==> config.mk <==
export PLATFORM = sky130hd
export DESIGN_NAME = pio_xfer_fifo
export DESIGN_NICKNAME = d
export VERILOG_FILES = /design/src/rtl/pio_fifo_pkg.sv /design/src/rtl/pio_byte_store.sv /design/src/rtl/pio_cmd_capture.sv /design/src/rtl/pio_xfer_ctrl.sv /design/src/rtl/pio_xfer_fifo.sv
export SDC_FILE = /design/constraint.sdc
export NUM_CORES = 1
export LEC_CHECK = 0
export BUFFER_PORTS_ARGS = -buffer_cell sky130_fd_sc_hd__buf_2
export CAP_MARGIN = 15
export CORE_UTILIZATION = 40
export DETAILED_ROUTE_END_ITERATION = 16
export PLACE_DENSITY = 0.68
export SLEW_MARGIN = 20
export SYNTH_ARGS = -nofsm -noshare
export SYNTH_HDL_FRONTEND = slang
export SYNTH_SLANG_ARGS = --single-unit
==> constraint.sdc <==
create_clock -name clk -period 3.25 [get_ports clk]
set_input_delay 0.1625 -clock clk [delete_from_list [all_inputs] [get_ports clk]]
set_output_delay 0.1625 -clock clk [all_outputs]
set_load 0.01 [all_outputs]
==> src/rtl/pio_fifo_pkg.sv <==
package pio_fifo_pkg;

  typedef enum logic [1:0] {
    OP_IDLE  = 2'd0,
    OP_LOAD  = 2'd1,
    OP_READ  = 2'd2,
    OP_WRITE = 2'd3
  } fifo_op_e;

  // Strobe arbitration: status load beats read, read beats write.
  function automatic fifo_op_e pick_op(input logic ld, input logic rd, input logic wr);
    if (ld)      return OP_LOAD;
    else if (rd) return OP_READ;
    else if (wr) return OP_WRITE;
    else         return OP_IDLE;
  endfunction

  // Data-out phase: phase bits [2:1] both clear.
  function automatic logic phase_is_data_out(input logic [2:0] ph);
    return (ph[2:1] == 2'b00);
  endfunction

endpackage

==> src/rtl/pio_byte_store.sv <==
module pio_byte_store #(
  parameter int DEPTH = 16,
  parameter int PTR_W = $clog2(DEPTH)
) (
  input  logic             clk,
  input  logic             we,
  input  logic [PTR_W-1:0] waddr,
  input  logic [7:0]       wdata,
  input  logic             ld,
  input  logic [7:0]       ld_byte,
  input  logic [PTR_W-1:0] raddr,
  output logic [7:0]       rdata
);
  logic [7:0] mem [DEPTH];

  always_ff @(posedge clk) begin
    if (ld) begin
      mem[0] <= ld_byte;
      mem[1] <= 8'h00;
    end else if (we) begin
      mem[waddr] <= wdata;
    end
  end

  assign rdata = mem[raddr];
endmodule

==> src/rtl/pio_cmd_capture.sv <==
module pio_cmd_capture #(
  parameter int CMD_DEPTH = 16,
  parameter int AW = $clog2(CMD_DEPTH),
  parameter int LW = $clog2(CMD_DEPTH) + 1
) (
  input  logic          clk,
  input  logic          rst_n,
  input  logic          cap_we,
  input  logic [7:0]    cap_data,
  input  logic [AW-1:0] rd_addr,
  output logic [LW-1:0] len,
  output logic [7:0]    rd_data
);
  localparam logic [LW-1:0] LEN_MAX = LW'(CMD_DEPTH);

  logic [7:0] cbuf [CMD_DEPTH];
  logic       cap_room;

  assign cap_room = (len < LEN_MAX);

  always_ff @(posedge clk or negedge rst_n) begin
    if (!rst_n) begin
      len <= '0;
    end else if (cap_we && cap_room) begin
      len <= len + 1'b1;
    end
  end

  always_ff @(posedge clk) begin
    if (cap_we && cap_room) cbuf[len[AW-1:0]] <= cap_data;
  end

  assign rd_data = cbuf[rd_addr];


  cmd_len_bound_chk: assert property (@(posedge clk) disable iff (!rst_n)
    len <= LEN_MAX);

  cmd_full_drop_chk: assert property (@(posedge clk) disable iff (!rst_n)
    (cap_we && len == LEN_MAX) |=> $stable(len));
endmodule

==> src/rtl/pio_xfer_ctrl.sv <==
module pio_xfer_ctrl
  import pio_fifo_pkg::*;
#(
  parameter int DEPTH = 16,
  parameter int PTR_W = $clog2(DEPTH),
  parameter int CNT_W = $clog2(DEPTH) + 2
) (
  input  logic                    clk,
  input  logic                    rst_n,
  input  logic                    wr_en,
  input  logic                    rd_en,
  input  logic                    load,
  input  logic                    capture,
  input  logic [2:0]              phase,
  input  logic [7:0]              store_rdata,
  output logic                    store_we,
  output logic                    cap_we,
  output logic [PTR_W-1:0]        rptr,
  output logic [PTR_W-1:0]        wptr,
  output logic signed [CNT_W-1:0] count,
  output logic [7:0]              rd_data,
  output logic                    irq,
  output logic                    overrun,
  output logic [7:0]              flags
);
  localparam logic signed [CNT_W-1:0] FULL_LVL = CNT_W'(DEPTH - 1);
  localparam logic signed [CNT_W-1:0] STAT_LVL = CNT_W'(2);

  fifo_op_e op;
  logic     fifo_wr, wr_ok, wr_ovr, rd_take, rd_drain, data_out;

  assign op       = pick_op(load, rd_en, wr_en);
  assign data_out = phase_is_data_out(phase);
  assign fifo_wr  = (op == OP_WRITE) && !capture;
  assign cap_we   = (op == OP_WRITE) && capture;
  assign wr_ok    = fifo_wr && (count != FULL_LVL);
  assign wr_ovr   = fifo_wr && (count == FULL_LVL);
  assign rd_take  = (op == OP_READ) && (count > 0);
  assign rd_drain = rd_take && (count == 1);
  assign store_we = wr_ok;

  always_ff @(posedge clk or negedge rst_n) begin
    if (!rst_n) begin
      count   <= '0;
      rptr    <= '0;
      wptr    <= '0;
      rd_data <= '0;
      irq     <= 1'b0;
      overrun <= 1'b0;
      flags   <= '0;
    end else begin
      irq <= 1'b0;
      if (op == OP_LOAD) begin
        count <= STAT_LVL;
        rptr  <= '0;
        wptr  <= '0;
        flags <= 8'd2;
      end else if (rd_take) begin
        count   <= count - 1'b1;
        irq     <= 1'b1;
        rd_data <= data_out ? 8'h00 : store_rdata;
        if (rd_drain) begin
          rptr <= '0;
          wptr <= '0;
        end else if (!data_out) begin
          rptr <= rptr + 1'b1;
        end
      end else if (wr_ok) begin
        count <= count + 1'b1;
        wptr  <= wptr + 1'b1;
      end else if (wr_ovr) begin
        overrun <= 1'b1;
      end
    end
  end


  ovr_hold_chk: assert property (@(posedge clk) disable iff (!rst_n)
    wr_ovr |=> (count == FULL_LVL) && overrun);

  cnt_range_chk: assert property (@(posedge clk) disable iff (!rst_n)
    (count >= 0) && (count <= FULL_LVL));

  cap_cnt_chk: assert property (@(posedge clk) disable iff (!rst_n)
    cap_we |=> $stable(count));

  rd_dec_chk: assert property (@(posedge clk) disable iff (!rst_n)
    rd_take |=> (count == $past(count) - 1) && irq);

  irq_idle_chk: assert property (@(posedge clk) disable iff (!rst_n)
    !rd_take |=> !irq);

  drain_snap_chk: assert property (@(posedge clk) disable iff (!rst_n)
    (count == 0) |-> (rptr == '0) && (wptr == '0));

  empty_rd_chk: assert property (@(posedge clk) disable iff (!rst_n)
    ((op == OP_READ) && count == 0) |=> $stable(rd_data) && count == 0);

  load_chk: assert property (@(posedge clk) disable iff (!rst_n)
    (op == OP_LOAD) |=> (count == STAT_LVL) && (flags == 8'd2));
endmodule

==> src/rtl/pio_xfer_fifo.sv <==
module pio_xfer_fifo #(
  parameter int DEPTH     = 16,
  parameter int CMD_DEPTH = 16,
  localparam int PTR_W    = $clog2(DEPTH),
  localparam int CNT_W    = $clog2(DEPTH) + 2,
  localparam int CMD_AW   = $clog2(CMD_DEPTH),
  localparam int CMD_LW   = $clog2(CMD_DEPTH) + 1
) (
  input  logic              clk,
  input  logic              rst_n,
  input  logic              wr_en,
  input  logic [7:0]        wr_data,
  input  logic              rd_en,
  input  logic              capture,
  input  logic [2:0]        phase,
  input  logic              load_status,
  input  logic [7:0]        status_byte,
  input  logic [CMD_AW-1:0] cmd_rd_addr,
  output logic [7:0]        rd_data,
  output logic              irq,
  output logic [CNT_W-1:0]  count,
  output logic              overrun,
  output logic [7:0]        flags,
  output logic [CMD_LW-1:0] cmd_len,
  output logic [7:0]        cmd_rd_data
);
  logic                    store_we, cap_we;
  logic [PTR_W-1:0]        rptr, wptr;
  logic [7:0]              store_rdata;
  logic signed [CNT_W-1:0] count_s;

  pio_xfer_ctrl #(.DEPTH(DEPTH)) u_ctrl (
    .clk(clk), .rst_n(rst_n), .wr_en(wr_en), .rd_en(rd_en),
    .load(load_status), .capture(capture), .phase(phase),
    .store_rdata(store_rdata), .store_we(store_we), .cap_we(cap_we),
    .rptr(rptr), .wptr(wptr), .count(count_s), .rd_data(rd_data),
    .irq(irq), .overrun(overrun), .flags(flags)
  );

  pio_byte_store #(.DEPTH(DEPTH)) u_store (
    .clk(clk), .we(store_we), .waddr(wptr), .wdata(wr_data),
    .ld(load_status), .ld_byte(status_byte), .raddr(rptr),
    .rdata(store_rdata)
  );

  pio_cmd_capture #(.CMD_DEPTH(CMD_DEPTH)) u_cmd (
    .clk(clk), .rst_n(rst_n), .cap_we(cap_we), .cap_data(wr_data),
    .rd_addr(cmd_rd_addr), .len(cmd_len), .rd_data(cmd_rd_data)
  );

  assign count = count_s;
endmodule

==> impl_metrics.json <==
{
  "wl_met2_um": 11300,
  "start_util": 0.408,
  "slew_viol_final": 0,
  "multi_input_area_um2": 3080,
  "worstSetupEndpointType": "flop",
  "synth_top_cells_by_area": "edfxtp_1, mux4_2, dfrtp_1",
  "power_leakage_uw": 0.00469,
  "clock_latency_ns": 0.54,
  "die_area_um2": 30100,
  "clk_pin_slew_ns": 0.07,
  "synth.distinct_cells": 51,
  "top_layer": "met5",
  "fin_nets": 740,
  "grt_max_degree": 36,
  "ant_nets": 0,
  "core_area_um2": 28900,
  "relSlewSlack": 0.415,
  "worstPathRequired_ns": 3.69,
  "fin_area_um2": 13600,
  "die_h_um": 174,
  "synth.most_common_cell": "edfxtp_1",
  "tightest_slew_ns": 0.874,
  "syn2layout_area_growth_pct": 15.2,
  "finalHoldViolations": 0,
  "drt-wirelength-per-cell_um": 21.1,
  "path_max_fanout": 9,
  "min_period_over_period": 0.796,
  "drt-vias-per-instance": 5.36,
  "finClkSkew_ns": 0.0170,
  "period_needed_ns": 2.59,
  "async_flop_share": 0.105,
  "die_w_um": 174,
  "setup_viol": 0,
  "power_density_nw_per_um2": 602,
  "netlist_instances": 605,
  "drc_errors": 0,
  "io_pins": 66,
  "ys_seq_elements": 286,
  "status": "finished, final reports clean",
  "critPathMaxStageDelay_ns": 0.56,
  "ys_warn_count": 0,
  "cts_buffer_depth": 3,
  "grt_usage": 0.159,
  "drt_pre_antenna_iters": 5,
  "grt_overflow_total": 0,
  "crit_chain": "or4_1, o21ai_2, inv_1, ha_1, a211o_1, a21oi_1, o21bai_1, a211oi_1",
  "cpMaxStageDelayCell": "or4_1",
  "grt_pass1_vias": 6041,
  "max-vdd-ir-drop_mv": 0.363,
  "num_rows": 62,
  "finalWirelength_um": 23300,
  "worst-path-buf-inv": 1,
  "dp_hpwl_um": 14600,
  "seqCellArea_um2": 8440,
  "hp-class": "input pin to flop",
  "synth_ff_type": "edfxtp_1",
  "grt_pass1_wl_um": 36200,
  "path_class": "flop to flop",
  "critPathTopFamily": "compound AO/OA/AOI/OAI gates",
  "avgSynthCellArea_um2": 19.5,
  "h-tree-depth": 1,
  "placed_cell_area_um2": 12500,
  "fillers": 2405,
  "fin_tns_setup_ns": 0,
  "wl_met1_um": 10100,
  "grt_setup_unrepaired": "no",
  "drt_iter0_drc": 463,
  "synth_top_area_share": 0.652,
  "antenna_cells": 0,
  "cts_tree": "built",
  "synth-edff-count": 256,
  "cts_buffers": 28,
  "drive_gt1_frac": 0.293,
  "vias": 5909,
  "dr_wl_met3_um": 1530,
  "place_congestion": 0.838,
  "antenna_found_initial": 1,
  "cts_sinks": 286,
  "ys_seq_area_frac": 0.716,
  "synth_top_area_cell": "edfxtp_1",
  "synthTopCellsByCount": "edfxtp_1, mux4_2, dfrtp_1",
  "syn-cell-area_um2": 11800,
  "startpoint_type": "flop",
  "timing.fmax_mhz": 387,
  "clockRootBuffer": "clkbuf_16",
  "io_buffers": 57,
  "max-cap-violations": 0,
  "crit_arrival_ns": 3.02
}
[metrics by stage]
step                hold slack, ns  cells  total power, uW  utilization  setup slack (ns)
floorplan                   -0.133    611             4730            -             0.759
global placement             0.275   1037             4980        0.433             0.774
detailed placement           0.290   1037             5010        0.433             0.706
CTS                         0.0632   1103             8250        0.471             0.681
global route                0.0991   1103             8460        0.471             0.483
finish                      0.0869   1103             8170        0.471             0.664
[metal layers]
layer  global-route usage  vias to the layer above
met3               0.0246                       33
li1                     -                     2627
met2                0.251                      200
met4               0.0450                        2
met5                    0                        -
met1                0.231                     3047
[worst paths after layout]
kind | startpoint | to | slack [ns] | depth (start not counted)
min in group asynchronous | rst_n | u_ctrl.flags[1] | 0.25 | 2
min | phase[2] | u_ctrl.rptr[0] | 0.09 | 5
min reg2reg | u_ctrl.overrun | u_ctrl.overrun | 0.45 | 1
max reg2reg | u_ctrl.count[0] | u_ctrl.count[5] | 0.66 | 8
max in group asynchronous | rst_n | u_ctrl.rptr[0] | 2.46 | 2
max | u_ctrl.count[0] | u_ctrl.count[5] | 0.66 | 8
[flip-flops by register name, indices dropped and copies added (netlist names), 4 cells and up]
signal and flops:
u_cmd.cbuf 128, u_store.mem 128, u_ctrl.rd_data 8, u_ctrl.count 6
u_cmd.len 5, u_ctrl.rptr 4, u_ctrl.wptr 4
[worst register-to-register path, cell delays in order, from the launching register on]
cell and delay [ns]:
dfrtp_1 0.48, or4_1 0.56, o21ai_2 0.14, inv_1 0.15, ha_1 0.32, a211o_1 0.32
a21oi_1 0.21, o21bai_1 0.09, a211oi_1 0.21
[kinds of logic after synthesis]
group | count (synthesis) | synth area share
other | 1 | 0.000318
muxes | 110 | 0.171
xor gates and xnor gates | 4 | 0.00297
adders and majority gates | 14 | 0.0155
and+or+nand+nor | 93 | 0.0417
buffers and inverters | 53 | 0.0244
AOI/OAI and AO/OA | 44 | 0.0280
DFF | 286 | 0.716
[power by group]
group          switching (uW)  internal [uW]  total, uW
combinational             402            321        723
sequential                110           4100       4210
clock                    1330           1910       3240
total                    1850           6330       8170
[cell type report]
cell class                      count  share of cell area
Clock buffer                       34              0.0533
Clock inverter                     18              0.0151
Timing Repair Buffer               93              0.0435
Sequential cell                   286               0.622
Tap cell                          384              0.0354
Inverter                           16             0.00442
Multi-Input combinational cell    272               0.227
[cell usage in the layout (no fill, tap or decap), types with 5 or more instances in the layout]
cell	Yosys	final
a211oi_1	5	5
a21oi_1	7	7
a22o_1	9	9
and2_1	9	9
buf_2	4	57
buf_4	14	22
clkbuf_1	8	6
clkbuf_16	0	28
clkinv_1	2	7
conb_1	1	7
dfrtp_1	30	29
dlygate4sd3_1	0	14
edfxtp_1	256	256
ha_1	13	13
inv_1	14	14
mux2_2	9	9
mux2i_1	29	29
mux4_2	72	72
nand2_1	19	19
nand3_1	5	5
nor2_1	20	20
nor3_1	16	16
[what timing repair did]
action / 4_1_cts / 5_1_grt
buffers inserted: 0 / 0
gates resized for setup: 0 / 0
hold buffers: 14 / 0
endpoints found under the hold margin: 42 / 0
endpoints found under the setup margin: 0 / 0
No activity file was read; power rests on OpenSTA's default activity.
